File: src/rtl/mrc_pkg.sv
package mrc_pkg;

    typedef enum logic [1:0] {
        OP_INV   = 2'd0,
        OP_CLEAN = 2'd1,
        OP_FLUSH = 2'd2
    } mrc_op_e;

    typedef enum logic [1:0] {
        CMD_LINE_CLINV  = 2'd0,
        CMD_RANGE_CLEAN = 2'd1,
        CMD_RANGE_INV   = 2'd2
    } mrc_cmd_e;

    typedef enum logic [2:0] {
        ST_IDLE  = 3'd0,
        ST_HEAD  = 3'd1,
        ST_TAIL  = 3'd2,
        ST_CLEAN = 3'd3,
        ST_INV   = 3'd4,
        ST_DONE  = 3'd5
    } mrc_state_e;

endpackage

File: src/rtl/mrc_edge_align.sv
// Edge handling of a request: partial head/tail lines for invalidate,
// outward rounding for clean and flush.
module mrc_edge_align
    import mrc_pkg::*;
#(
    parameter int AW         = 32,
    parameter int LINE_BYTES = 32
) (
    input  mrc_op_e          op,
    input  logic [AW-1:0]    start_addr,
    input  logic [AW-1:0]    stop_addr,
    output logic             head_need,
    output logic [AW-1:0]    head_line,
    output logic             tail_need,
    output logic [AW-1:0]    tail_line,
    output logic [AW-1:0]    walk_start,
    output logic [AW-1:0]    walk_limit
);

    localparam logic [AW-1:0] LMASK  = AW'(LINE_BYTES - 1);
    localparam logic [AW-1:0] LINE_A = AW'(LINE_BYTES);

    logic [AW-1:0] s_floor;
    logic [AW-1:0] s_next;
    logic [AW-1:0] e_floor;
    logic [AW-1:0] e_ceil;
    logic          s_ragged;
    logic          e_ragged;

    always_comb begin
        s_floor  = start_addr & ~LMASK;
        s_next   = s_floor + LINE_A;
        e_floor  = stop_addr & ~LMASK;
        e_ceil   = (stop_addr + LMASK) & ~LMASK;
        s_ragged = |(start_addr & LMASK);
        e_ragged = |(stop_addr & LMASK);
        head_line = s_floor;
        tail_line = e_floor;

        if (op == OP_INV) begin
            head_need  = s_ragged;
            walk_start = s_ragged ? s_next : start_addr;
            tail_need  = (walk_start < stop_addr) && e_ragged;
            walk_limit = tail_need ? e_floor : stop_addr;
        end else begin
            head_need  = 1'b0;
            tail_need  = 1'b0;
            walk_start = s_floor;
            walk_limit = e_ceil;
        end
    end

endmodule

File: src/rtl/mrc_chunk_limit.sv
// End of the current chunk (exclusive): the smallest of the walk limit,
// the byte budget and the next page start.
module mrc_chunk_limit #(
    parameter int AW              = 32,
    parameter int MAX_CHUNK_BYTES = 1024,
    parameter int PAGE_BYTES      = 4096
) (
    input  logic [AW-1:0] cur,
    input  logic [AW-1:0] lim,
    output logic [AW-1:0] chunk_stop
);

    localparam logic [AW-1:0] PMASK  = AW'(PAGE_BYTES - 1);
    localparam logic [AW-1:0] PAGE_A = AW'(PAGE_BYTES);
    localparam logic [AW-1:0] MAX_A  = AW'(MAX_CHUNK_BYTES);

    logic [AW-1:0] by_size;
    logic [AW-1:0] by_page;
    logic [AW-1:0] first_cut;

    always_comb begin
        by_size    = cur + MAX_A;
        by_page    = (cur & ~PMASK) + PAGE_A;
        first_cut  = (lim < by_size) ? lim : by_size;
        chunk_stop = (first_cut < by_page) ? first_cut : by_page;
    end

endmodule

File: src/rtl/mrc_seq.sv
module mrc_seq
    import mrc_pkg::*;
#(
    parameter int AW              = 32,
    parameter int LINE_BYTES      = 32,
    parameter int MAX_CHUNK_BYTES = 1024,
    parameter int PAGE_BYTES      = 4096
) (
    input  logic          clk,
    input  logic          rst_n,
    input  logic          wt_override,
    input  logic          req_valid,
    output logic          req_ready,
    input  logic [1:0]    req_op,
    input  logic [AW-1:0] req_start,
    input  logic [AW-1:0] req_end,
    output logic          cmd_valid,
    input  logic          cmd_ready,
    output logic [1:0]    cmd_kind,
    output logic [AW-1:0] cmd_start,
    output logic [AW-1:0] cmd_end,
    output logic          done
);

    localparam logic [AW-1:0] LINE_A = AW'(LINE_BYTES);

    mrc_state_e    state_q, state_d;
    mrc_op_e       op_q;
    logic          wt_q;
    logic [AW-1:0] cur_q, lim_q;
    logic          tail_q;
    logic [AW-1:0] head_line_q, tail_line_q;

    mrc_op_e       req_op_eff;
    logic          a_head, a_tail;
    logic [AW-1:0] a_head_line, a_tail_line, a_walk_start, a_walk_limit;
    logic [AW-1:0] chunk_stop;
    logic          accept;
    logic          step;

    // Code 3 is folded onto clean.
    always_comb begin
        unique case (req_op)
            2'd0:    req_op_eff = OP_INV;
            2'd2:    req_op_eff = OP_FLUSH;
            default: req_op_eff = OP_CLEAN;
        endcase
    end

    mrc_edge_align #(
        .AW         (AW),
        .LINE_BYTES (LINE_BYTES)
    ) u_align (
        .op         (req_op_eff),
        .start_addr (req_start),
        .stop_addr  (req_end),
        .head_need  (a_head),
        .head_line  (a_head_line),
        .tail_need  (a_tail),
        .tail_line  (a_tail_line),
        .walk_start (a_walk_start),
        .walk_limit (a_walk_limit)
    );

    mrc_chunk_limit #(
        .AW              (AW),
        .MAX_CHUNK_BYTES (MAX_CHUNK_BYTES),
        .PAGE_BYTES      (PAGE_BYTES)
    ) u_chunk (
        .cur        (cur_q),
        .lim        (lim_q),
        .chunk_stop (chunk_stop)
    );

    function automatic mrc_state_e walk_entry(input mrc_op_e op, input logic wt);
        unique case (op)
            OP_INV:   walk_entry = ST_INV;
            OP_FLUSH: walk_entry = wt ? ST_INV : ST_CLEAN;
            default:  walk_entry = ST_CLEAN;
        endcase
    endfunction

    assign accept = (state_q == ST_IDLE) && req_valid;

    // Next state.
    always_comb begin
        state_d = state_q;
        unique case (state_q)
            ST_IDLE: begin
                if (req_valid) begin
                    if (req_op_eff == OP_CLEAN && wt_override)
                        state_d = ST_DONE;
                    else if (a_head)
                        state_d = ST_HEAD;
                    else if (a_tail)
                        state_d = ST_TAIL;
                    else if (a_walk_start < a_walk_limit)
                        state_d = walk_entry(req_op_eff, wt_override);
                    else
                        state_d = ST_DONE;
                end
            end
            ST_HEAD: begin
                if (cmd_ready) begin
                    if (tail_q)
                        state_d = ST_TAIL;
                    else if (cur_q < lim_q)
                        state_d = ST_INV;
                    else
                        state_d = ST_DONE;
                end
            end
            ST_TAIL: begin
                if (cmd_ready)
                    state_d = (cur_q < lim_q) ? ST_INV : ST_DONE;
            end
            ST_CLEAN: begin
                if (cmd_ready) begin
                    if (op_q == OP_FLUSH)
                        state_d = ST_INV;
                    else
                        state_d = (chunk_stop < lim_q) ? ST_CLEAN : ST_DONE;
                end
            end
            ST_INV: begin
                if (cmd_ready) begin
                    if (chunk_stop < lim_q)
                        state_d = (op_q == OP_FLUSH && !wt_q) ? ST_CLEAN : ST_INV;
                    else
                        state_d = ST_DONE;
                end
            end
            ST_DONE: state_d = ST_IDLE;
            default: state_d = ST_IDLE;
        endcase
    end

    // State register.
    always_ff @(posedge clk) begin
        if (!rst_n)
            state_q <= ST_IDLE;
        else
            state_q <= state_d;
    end

    // The walk pointer moves past a chunk once its last command is taken.
    always_comb begin
        step = 1'b0;
        if (cmd_ready) begin
            if (state_q == ST_INV)
                step = 1'b1;
            else if (state_q == ST_CLEAN && op_q != OP_FLUSH)
                step = 1'b1;
        end
    end

    // Request context and walk pointer.
    always_ff @(posedge clk) begin
        if (!rst_n) begin
            op_q        <= OP_INV;
            wt_q        <= 1'b0;
            cur_q       <= '0;
            lim_q       <= '0;
            tail_q      <= 1'b0;
            head_line_q <= '0;
            tail_line_q <= '0;
        end else if (accept) begin
            op_q        <= req_op_eff;
            wt_q        <= wt_override;
            cur_q       <= a_walk_start;
            lim_q       <= a_walk_limit;
            tail_q      <= a_tail;
            head_line_q <= a_head_line;
            tail_line_q <= a_tail_line;
        end else if (step) begin
            cur_q <= chunk_stop;
        end
    end

    // Outputs.
    always_comb begin
        req_ready = 1'b0;
        done      = 1'b0;
        cmd_valid = 1'b0;
        cmd_kind  = CMD_LINE_CLINV;
        cmd_start = '0;
        cmd_end   = '0;
        unique case (state_q)
            ST_IDLE: req_ready = 1'b1;
            ST_HEAD: begin
                cmd_valid = 1'b1;
                cmd_kind  = CMD_LINE_CLINV;
                cmd_start = head_line_q;
                cmd_end   = head_line_q;
            end
            ST_TAIL: begin
                cmd_valid = 1'b1;
                cmd_kind  = CMD_LINE_CLINV;
                cmd_start = tail_line_q;
                cmd_end   = tail_line_q;
            end
            ST_CLEAN: begin
                cmd_valid = 1'b1;
                cmd_kind  = CMD_RANGE_CLEAN;
                cmd_start = cur_q;
                cmd_end   = chunk_stop - LINE_A;
            end
            ST_INV: begin
                cmd_valid = 1'b1;
                cmd_kind  = CMD_RANGE_INV;
                cmd_start = cur_q;
                cmd_end   = chunk_stop - LINE_A;
            end
            ST_DONE: done = 1'b1;
            default: ;
        endcase
    end

endmodule

File: config.mk
export PLATFORM = sky130hd
export DESIGN_NAME = mrc_seq
export DESIGN_NICKNAME = d
export VERILOG_FILES = /design/src/rtl/mrc_pkg.sv /design/src/rtl/mrc_edge_align.sv /design/src/rtl/mrc_chunk_limit.sv /design/src/rtl/mrc_seq.sv
export SDC_FILE = /design/constraint.sdc
export NUM_CORES = 1
export LEC_CHECK = 0
export ABC_CLOCK_PERIOD_IN_PS = 12300
export BUFFER_PORTS_ARGS = -buffer_cell sky130_fd_sc_hd__buf_2
export CAP_MARGIN = 25
export CORE_AREA = 5 5 202 204
export CTS_CLUSTER_DIAMETER = 150
export DETAILED_ROUTE_END_ITERATION = 10
export DIE_AREA = 0 0 207 209
export PLACE_DENSITY = 0.57
export RECOVER_POWER = 25
export SLEW_MARGIN = 20
export SYNTH_ARGS = -nofsm -noshare
export SYNTH_HDL_FRONTEND = slang
export SYNTH_HIERARCHICAL = 1
export SYNTH_SLANG_ARGS = --single-unit
File: constraint.sdc
create_clock -name clk -period 12.3 [get_ports clk]
set_input_delay 2.46 -clock clk [delete_from_list [all_inputs] [get_ports clk]]
set_output_delay 2.46 -clock clk [all_outputs]
set_load 0.1 [all_outputs]
==> results.json, run 1 <==
{
  "hold_class": "reg -> reg",
  "drc": 0,
  "drt_first_pass_iters": 5,
  "htreeDepth": 4,
  "antenna_found_initial": 1,
  "maxSlewHeadroom_pct": -176.8,
  "grt_pass1_vias": 13614,
  "synth_edf_count": 0,
  "core_mm2": 0.03909,
  "synthArstFlopShare_pct": 0,
  "ir_drop_uv": 234.8,
  "cap_viol_max_count": 2,
  "critical_path.endpoint_type": "output pin",
  "post-route-util_pct": 42.94,
  "path_common_cell": "and3_1",
  "post_dp_cell_area_mm2": 0.01619,
  "vias_per_cell": 5.635,
  "min_to": "op_q[1]",
  "critPathTopFamily": "simple AND/OR/NAND/NOR gates",
  "synth_top_area_cell": "dfxtp_1",
  "violations": "max-capacitance violations, max-slew violations",
  "min_period_over_period_pct": 95.92,
  "die-height_um": 209,
  "dieArea_mm2": 0.04326,
  "rows": 73,
  "layout.nets": 2310,
  "nFillCells": 4119,
  "hpwlAfterDp_mm": 41.91,
  "clock_latency_ns": 0.44,
  "rr_worst_depth": 38,
  "hold_depth": 2,
  "cts_buffer_depth": 2,
  "finalCriticalPeriod_ns": 11.80,
  "initialDrtViolationCount": 1354,
  "cp-start-kind": "flop",
  "syn_area_mm2": 0.01523,
  "gp_congestion": 0.9246,
  "grt_max_degree": 107,
  "fmaxAchievable_ghz": 0.08476,
  "insertedDiodeCount": 0,
  "synthFlopType": "dfxtp_1",
  "cp.arrival_ns": 9.34,
  "status": "finished with violations",
  "final_cell_area_mm2": 0.01679,
  "rsz0062_at_grt": "false",
  "syn_to_final_growth_pct": 10.21,
  "setup_viol": 0,
  "reg2reg_from": "cur_q[13]",
  "dp_cells": 2566,
  "root_buffer": "clkbuf_16",
  "die-width_um": 207,
  "ys_seq_elements": 135,
  "tightest_slew_ns": 4.153,
  "vias": 14657,
  "grt_remaining_overflow": 0,
  "grt_first_pass_wirelength_mm": 79.84,
  "r2r-end": "state_q[0]",
  "register_area_mm2": 0.002705,
  "numCtsBuffers": 17,
  "yosysMostFrequentCell": "nand2_1",
  "critical_path_class": "reg -> out",
  "cp_slowest_cell": "or4_4",
  "clk_pin_slew_worst_paths_ns": 0.06,
  "cts_sinks": 135,
  "ys_types": 77,
  "multi_input_area_mm2": 0.01108,
  "yosysTopAreaCellShare_pct": 17.74,
  "gr-usage-all-layers_pct": 23.22,
  "ant_nets": 0,
  "ys_top_cells_by_count": "397 x nand2_1, 175 x ha_1, 148 x inv_1",
  "synth_warnings": 6,
  "stdcell_count": 2601,
  "crit_path_max_incr_delay_ns": 0.61,
  "fin_skew_ns": 0.01475,
  "p_leak_nw": 7.742,
  "avgSynthCellArea_um2": 7.540,
  "yosysSeqAreaShare_pct": 17.74,
  "crit_buf_inv": 4,
  "avgRoutedWirePerCell_um": 20.40,
  "required_ns": 9.84,
  "synthTopCellsByArea": "dfxtp_1 18%, ha_1 14%, nand2_1 9.8%",
  "rrSetupSlack_ns": 2.78,
  "io_pins": 140,
  "slew_viol_final": 167,
  "start_util_pct": 38.96,
  "p_per_area_mw_per_mm2": 265.9,
  "hold_start": "op_q[1]",
  "crit_fanout": 30,
  "tns_ns": 0,
  "cts_tree": "built",
  "routed_wl_mm": 53.06,
  "synth_cells": 2020,
  "io_buffers": 139,
  "hold_viol": 0,
  "drive_above_1_share_pct": 13.05
}
-- tightest hold or removal path: cells and delay by family (launching register included) --
family	cells	cell delay (ns)
flip-flops	1	0.31
AO/OA/AOI/OAI	1	0.06
AND/OR/NAND/NOR	1	0.05
-- placed cells by master (no fill, tap or decap), types with 6 or more instances in the layout --
master and n:
nand2_1 397, a31oi_1 6, a22oi_1 42, mux2_2 25
inv_1 148, nand3_1 53, and4_1 14, buf_12 18
buf_2 120, ha_1 175, nand2b_1 8, clkinv_2 7
o211a_1 35, nor3_1 22, a21o_1 14, a22o_1 8
xor2_1 36, nor2_1 56, a21boi_0 101, and2_1 15
and3_1 20, o21ai_0 82, clkbuf_16 17, o221ai_1 7
o21a_1 6, nor4_1 14, dfxtp_1 133, nand4_1 41
o32ai_1 6, conb_1 19, buf_4 34, o211ai_1 11
nor2b_1 8, o22ai_1 7, xnor2_1 109, a211oi_1 18
mux2i_1 76, a21oi_1 70
-- cells by family (layout without fill, tap and decap cells) --
logic type,Yosys count,after routing,synth area share (%)
AND/OR/NAND/NOR,696,696,21.75
other,1,19,0.02462
multiplexers,101,101,6.843
flip-flops,135,135,17.74
buffers and inverters,316,354,10.23
AO/OA/AOI/OAI,450,450,20.59
adder cells (fa/ha/maj),175,175,14.38
XOR/XNOR,146,146,8.445
-- registers in the layout, summed over array words and instances (netlist names) --
name	flops
cur_q	32
head_line_q	32
lim_q	32
tail_line_q	32
state_q	3
op_q	2
tail_q	1
wt_q	1
-- worst max path at each step --
| stage | cells past startpoint | startpoint | slack (ns) | endpoint |
|---|---|---|---|---|
| floorplan | 36 | cur_q[12] | 0.43 | cmd_end[20] |
| global placement | 37 | cur_q[12] | 0.88 | cmd_end[28] |
| detailed placement | 36 | cur_q[12] | 0.66 | cmd_end[26] |
| CTS | 37 | cur_q[12] | 0.16 | cmd_end[27] |
| global route | 36 | cur_q[13] | 0.002 | cmd_end[23] |
| finish | 34 | cur_q[13] | 0.50 | cmd_end[15] |
-- area by class of cell --
type	count	area share (%)
clock buffer	21	2.743
clock inverter	10	0.4770
inverter	148	3.309
multi-input combinational	1587	65.99
sequential	135	16.12
tap	525	3.913
timing repair buffer	175	7.454
-- power breakdown --
group | switching [mW] | leakage [nW] | internal (mW) | total (mW)
Sequential | 0.143 | 1.11 | 0.529 | 0.672
Combinational | 2.19 | 6.36 | 1.11 | 3.30
Clock | 0.204 | 0.268 | 0.285 | 0.489
Total | 2.54 | 7.74 | 1.93 | 4.46
-- repair_timing --
item / 4_1_cts / 5_1_grt
setup endpoints to repair: 0 / 22
setup buffers: 0 / 4
hold buffers: 0 / 0
resized for setup: 0 / 10
-- stage by stage --
stage / total power [mW] / setup WS [ns] / hold WS [ns]
after floorplan: 3.038 / 0.4328 / 0.4383
after global placement: 3.842 / 0.8780 / 0.4498
after detailed placement: 3.887 / 0.6608 / 0.4604
after CTS: 4.384 / 0.1626 / 0.4691
after global routing: 4.728 / 0.001794 / 0.4847
final: 4.464 / 0.5018 / 0.4675
-- metal layers --
| metal | up-vias | routed length, µm | GRT usage (%) |
|---|---|---|---|
| met5 | - | 20 | 0 |
| met3 | 72 | 3342 | 3.258 |
| met4 | 2 | 1308 | 6.544 |
| met2 | 486 | 22810 | 35.38 |
| li1 | 7107 | - | - |
| met1 | 6990 | 25580 | 34.18 |
Note: power is estimated with default switching activity, not from simulation.
==> run 2: changes to the inputs <==
--- a/config.mk
+++ b/config.mk
@@ -8,11 +8,12 @@
 export ABC_CLOCK_PERIOD_IN_PS = 12300
 export BUFFER_PORTS_ARGS = -buffer_cell sky130_fd_sc_hd__buf_2
 export CAP_MARGIN = 25
-export CORE_AREA = 5 5 202 204
+export CORE_AREA = 5 5 167 169
+export CTS_BUF_LIST = sky130_fd_sc_hd__clkbuf_2
 export CTS_CLUSTER_DIAMETER = 150
 export DETAILED_ROUTE_END_ITERATION = 10
-export DIE_AREA = 0 0 207 209
-export PLACE_DENSITY = 0.57
+export DIE_AREA = 0 0 172 174
+export PLACE_DENSITY = 0.79
 export RECOVER_POWER = 25
 export SLEW_MARGIN = 20
 export SYNTH_ARGS = -nofsm -noshare
==> run 2 against run 1 <==
The run still ends with max-capacitance violations, max-slew violations left. Fmax up 0.44%. Count of clock-buffer cells in the layout down 4. Worst setup slack better by 0.052 ns. Register-to-register slack better by 0.24 ns. Critical path depth up 3. Die area down 31%. Worst hold slack better by 0.017 ns. Non-clock buffer count up 7. Core utilization up 19 points. Global-route usage up 8.7 points. Routed wire length down 7.3%. Sequential cell count unchanged. Critical endpoint is now cmd_end[29]. Highest routed layer unchanged.
==> results.json, run 2 (synthesis gave the netlist of run 1 again) <==
{
  "status": "finished with violations",
  "violations": "max-capacitance violations, max-slew violations",
  "post-route-util_pct": 61.95,
  "drc": 0,
  "initialDrtViolationCount": 1722,
  "die-height_um": 174,
  "numCtsBuffers": 17,
  "tightest_slew_ns": 4.671,
  "post_dp_cell_area_mm2": 0.01592,
  "p_per_area_mw_per_mm2": 265.2,
  "layout.nets": 2317,
  "register_area_mm2": 0.002709,
  "hold_viol": 0,
  "rows": 60,
  "layout_setup_ws_ns": 0.5535,
  "critical_path.endpoint_type": "output pin",
  "clock_latency_ns": 0.76,
  "vias_per_cell": 6.208,
  "min_period_over_period_pct": 95.50,
  "layout_commonest_cell": "nand2_1",
  "multi_input_area_mm2": 0.01113,
  "ant_nets": 0,
  "vias": 15067,
  "cts_buffer_depth": 2,
  "stdcell_count": 2427,
  "clk_pin_slew_worst_paths_ns": 0.23,
  "gp_congestion": 1.006,
  "cts_tree": "built",
  "grt_max_degree": 122,
  "io_buffers": 139,
  "tns_ns": 0,
  "final_cell_area_mm2": 0.01637,
  "final_cell_mix": "395 x nand2_1, 175 x ha_1, 148 x inv_1, 132 x dfxtp_1, 123 x buf_2",
  "drt_first_pass_iters": 7,
  "maxSlewHeadroom_pct": -211.4,
  "fin_skew_ns": 0.05459,
  "gr-usage-all-layers_pct": 31.88,
  "htreeDepth": 4,
  "rsz0062_at_grt": "false",
  "cap_viol_max_count": 2,
  "root_buffer": "clkbuf_2",
  "dp_slack_ns": 0.4108,
  "grt_first_pass_wirelength_mm": 76.20,
  "cp-start-kind": "flop",
  "cts_sinks": 135,
  "dp_cells": 2386,
  "cp_slowest_cell": "or4_1",
  "io_pins": 140,
  "nFillCells": 2389,
  "routed_wl_mm": 49.17,
  "die-width_um": 172,
  "slew_viol_final": 223,
  "fmaxAchievable_ghz": 0.08513,
  "crit_path_max_incr_delay_ns": 0.56,
  "p_leak_nw": 7.675,
  "avgRoutedWirePerCell_um": 20.26,
  "hpwlAfterDp_mm": 38.40,
  "setup_viol": 0,
  "required_ns": 9.84,
  "hold_class": "reg -> reg",
  "start_util_pct": 57.64,
  "drive_above_1_share_pct": 13.77,
  "ir_drop_uv": 222.4,
  "critical_path_class": "reg -> out",
  "crit_fanout": 21,
  "syn_to_final_growth_pct": 7.475,
  "antenna_found_initial": 5,
  "cp.arrival_ns": 9.29,
  "grt_remaining_overflow": 0,
  "grt_pass1_vias": 13870,
  "dieArea_mm2": 0.02993,
  "core_mm2": 0.02643,
  "path_common_cell": "and3_1",
  "finalCriticalPeriod_ns": 11.75
}
## run 2: metal layers
layer  GRT usage (%)  wire length, µm
met4           10.25             1661
met2           47.02            21090
met5               0               47
met1           46.39            21450
met3           6.436             4922
## run 2: repair_timing
item / 4_1_cts / 5_1_grt
pin swaps: 0 / 2
hold buffers: 0 / 0
hold endpoints to repair: 0 / 0
setup endpoints to repair: 22 / 23
gates resized for setup: 2 / 16
setup buffers: 0 / 4
## run 2: worst paths after layout
path | from | slack (ns) | endpoint | cells past startpoint
min | head_line_q[19] | 0.48 | head_line_q[19] | 2
max | cur_q[12] | 0.55 | cmd_end[29] | 37
max reg2reg | cur_q[12] | 3.02 | state_q[2] | 37
min reg2reg | head_line_q[19] | 0.48 | head_line_q[19] | 2
## run 2: critical path: cells and delay by family, from the launching register on
family / cells / cell delay (ns)
muxes: 3 / 0.46
AOI/OAI and AO/OA: 11 / 2.19
xor gates and xnor gates: 2 / 0.46
DFF: 1 / 0.47
and+or+nand+nor: 12 / 3.08
buffers and inverters: 6 / 1.01
adders and majority gates: 3 / 0.83
## run 2: per-stage QoR
step / total power, mW / hold WS (ns)
floorplan: 3.038 / 0.4383
CTS: 4.184 / 0.4855
detailed placement: 3.840 / 0.4607
global placement: 3.777 / 0.4499
finish: 4.342 / 0.4842
global route: 4.590 / 0.5151
## run 2: final cells by class
| class | count | share of cell area, % |
|---|---|---|
| Inverter | 148 | 3.394 |
| Tap cell | 341 | 2.606 |
| Clock inverter | 15 | 1.307 |
| Clock buffer | 17 | 0.5198 |
| Sequential cell | 135 | 16.55 |
| Antenna cell | 2 | 0.03057 |
| Multi-Input combinational cell | 1587 | 67.97 |
| Timing Repair Buffer | 182 | 7.621 |
## run 2: report_power, final
part | total, mW | internal [mW] | leakage, nW | switching, mW
Combinational | 3.34 | 1.13 | 6.40 | 2.21
Clock | 0.333 | 0.139 | 0.167 | 0.194
Sequential | 0.667 | 0.528 | 1.11 | 0.138
==> run 3: changes to the inputs <==
==> constraint.sdc (replaced) <==
create_clock -name clk -period 12.3 [get_ports clk]
set_input_delay 3.075 -clock clk [delete_from_list [all_inputs] [get_ports clk]]
set_output_delay 3.075 -clock clk [all_outputs]
set_load 0.1 [all_outputs]
==> run 3 against run 2 <==
Critical path depth up 1. Final area up 0.97%. Fmax down 2.1%. Register-to-register slack better by 0.45 ns. The flow still finishes with violations (max-capacitance violations, max-slew violations). Largest power group unchanged. Sequential cell count unchanged. Worst hold slack worse by 0.0066 ns. Non-clock buffer count up 5. Global-route usage up 0.45 points. Combinational power up 4%.
==> results.json, run 3 (synthesis gave the netlist of run 1 again) <==
{
  "drc": 0,
  "cts_tree": "built",
  "reg2reg_from": "cur_q[13]",
  "io_buffers": 139,
  "vias_per_cell": 6.208,
  "hpwlAfterDp_mm": 38.84,
  "tightest_slew_ns": 3.706,
  "min_period_over_period_pct": 97.55,
  "total_power_mw": 4.379,
  "final_cell_mix": "396 x nand2_1, 174 x ha_1, 148 x inv_1, 131 x dfxtp_1, 114 x buf_2",
  "fin_skew_ns": 0.04328,
  "crit_path_max_incr_delay_ns": 0.55,
  "clock_latency_ns": 0.74,
  "crit_fanout": 11,
  "cts_buffer_depth": 2,
  "die-height_um": 174,
  "path_common_cell": "and3_4",
  "cp-start-kind": "flop",
  "hold_class": "reg -> reg",
  "hold_start": "wt_q",
  "p_int_mw": 1.819,
  "critical_path.endpoint_type": "output pin",
  "cp-startpoint": "cur_q[13]",
  "dieArea_mm2": 0.02993,
  "syn_to_final_growth_pct": 8.519,
  "root_buffer": "clkbuf_2",
  "min_to": "wt_q",
  "dp_cells": 2385,
  "grt_pass1_vias": 13982,
  "gr-usage-all-layers_pct": 32.34,
  "clk_pin_slew_worst_paths_ns": 0.20,
  "cap_viol_max_count": 2,
  "maxSlewHeadroom_pct": -147.1,
  "status": "finished with violations",
  "initialDrtViolationCount": 1606,
  "drt_first_pass_iters": 5,
  "critical_path_class": "reg -> out",
  "routed_wl_mm": 50.48,
  "cp_slowest_cell": "or4_1",
  "nFillCells": 2411,
  "grt_remaining_overflow": 0,
  "grt_max_degree": 101,
  "start_util_pct": 57.64,
  "p_sw_mw": 2.559,
  "io_pins": 140,
  "required_ns": 9.22,
  "layout_commonest_cell": "nand2_1",
  "stdcell_count": 2430,
  "vias": 15085,
  "comb_power_share_pct": 79.7,
  "p_leak_nw": 7.665,
  "gp_congestion": 0.9815,
  "rrSetupSlack_ns": 3.47,
  "ir_drop_uv": 202.0,
  "cp.arrival_ns": 8.92,
  "ant_nets": 0,
  "cts_sinks": 135,
  "htreeDepth": 4,
  "rr_worst_depth": 39,
  "die-width_um": 172,
  "core_mm2": 0.02643,
  "numCtsBuffers": 17,
  "finalCriticalPeriod_ns": 12.00,
  "slew_viol_final": 167,
  "drive_above_1_share_pct": 14.33,
  "layout.nets": 2322,
  "power.share.clock_pct": 5.1,
  "seqPwrFrac_pct": 15.2,
  "grt_first_pass_wirelength_mm": 77.30,
  "hold_viol": 0,
  "r2r-end": "state_q[2]",
  "violations": "max-capacitance violations, max-slew violations",
  "rows": 60,
  "setup_viol": 0,
  "p_sw_share_pct": 58.45,
  "fmaxAchievable_ghz": 0.08334,
  "hold_depth": 2,
  "avgRoutedWirePerCell_um": 20.77,
  "p_per_area_mw_per_mm2": 264.9,
  "antenna_found_initial": 3
}
==> run 3: changes by cell type in the layout (fill, tap and decap cells not counted), sizes merged <==
cell | before | now
buf | 177 | 183
clkinv | 4 | 9
inv | 153 | 148
clkbuf | 22 | 23
bufinv | 4 | 0
==> run 3: area by class of cell <==
cell class	instances	area, µm²	area share, %
antenna	2	5.005	0.03028
tap	341	426.7	2.581
clock inverter	11	62.56	0.3785
multi-input combinational	1587	11190	67.68
inverter	148	555.5	3.361
sequential	135	2710	16.40
timing repair buffer	187	1486	8.993
clock buffer	19	95.09	0.5753
==> run 3: worst max path at each step <==
stage	endpoint	slack (ns)	cells after the start
final	cmd_end[29]	0.30	38
after global routing	cmd_end[29]	-0.10	38
after CTS	cmd_end[31]	0.03	38
after detailed placement	cmd_end[29]	0.35	38
after global placement	cmd_end[29]	0.58	38
after floorplan	cmd_end[9]	0.04	38
==> run 3: critical path: cells and delay by family, from the launching register on <==
kind	cells	cell delay, ns
XOR/XNOR	2	0.46
multiplexers	3	0.45
AND/OR/NAND/NOR	12	2.97
adder cells (fa/ha/maj)	3	0.81
buffers and inverters	7	1.04
flip-flops	1	0.41
AO/OA/AOI/OAI	11	2.03
==> run 3: metrics by stage <==
step | hold WS, ns | setup WS, ns | TNS (ns) | area, µm² | utilization [%]
3_5_place_dp | 0.4553 | 0.3505 | 0 | 16090 | 60.90
2_1_floorplan | 0.4383 | 0.03904 | 0 | 15300 | -
4_1_cts | 0.4775 | 0.02516 | 0 | 16290 | 61.64
3_3_place_gp | 0.4495 | 0.5767 | 0 | 16070 | 60.80
6_report | 0.4776 | 0.3009 | 0 | 16530 | 62.55
5_1_grt | 0.4926 | -0.1040 | -0.5608 | 16530 | 62.55
==> run 3: power by group through the flow <==
stage               logic [mW]  clock network, mW  registers, mW
global placement          3.19                  0          0.661
finish                    3.49              0.222          0.665
floorplan                 2.42                  0          0.614
CTS                       3.29              0.223          0.655
detailed placement        3.25                  0          0.665
global route              3.71              0.243          0.674
==> run 3: per-layer routing <==
metal | share of wire (%) | vias to the layer above | global-route usage, %
met1 | 44 | 7129 | 47.68
met3 | 9.3 | 108 | 5.413
met2 | 43 | 730 | 47.28
li1 | - | 7116 | -
met4 | 3.2 | 2 | 11.30
met5 | 0.014 | - | 0
==> run 3: timing repair <==
item                       CTS  global route
hold buffers                 0             0
setup buffers                1             9
cloned                       0             1
setup endpoints to repair   20            22
hold endpoints to repair     0             0
pin swaps                    1             7
gates resized for setup      8            30
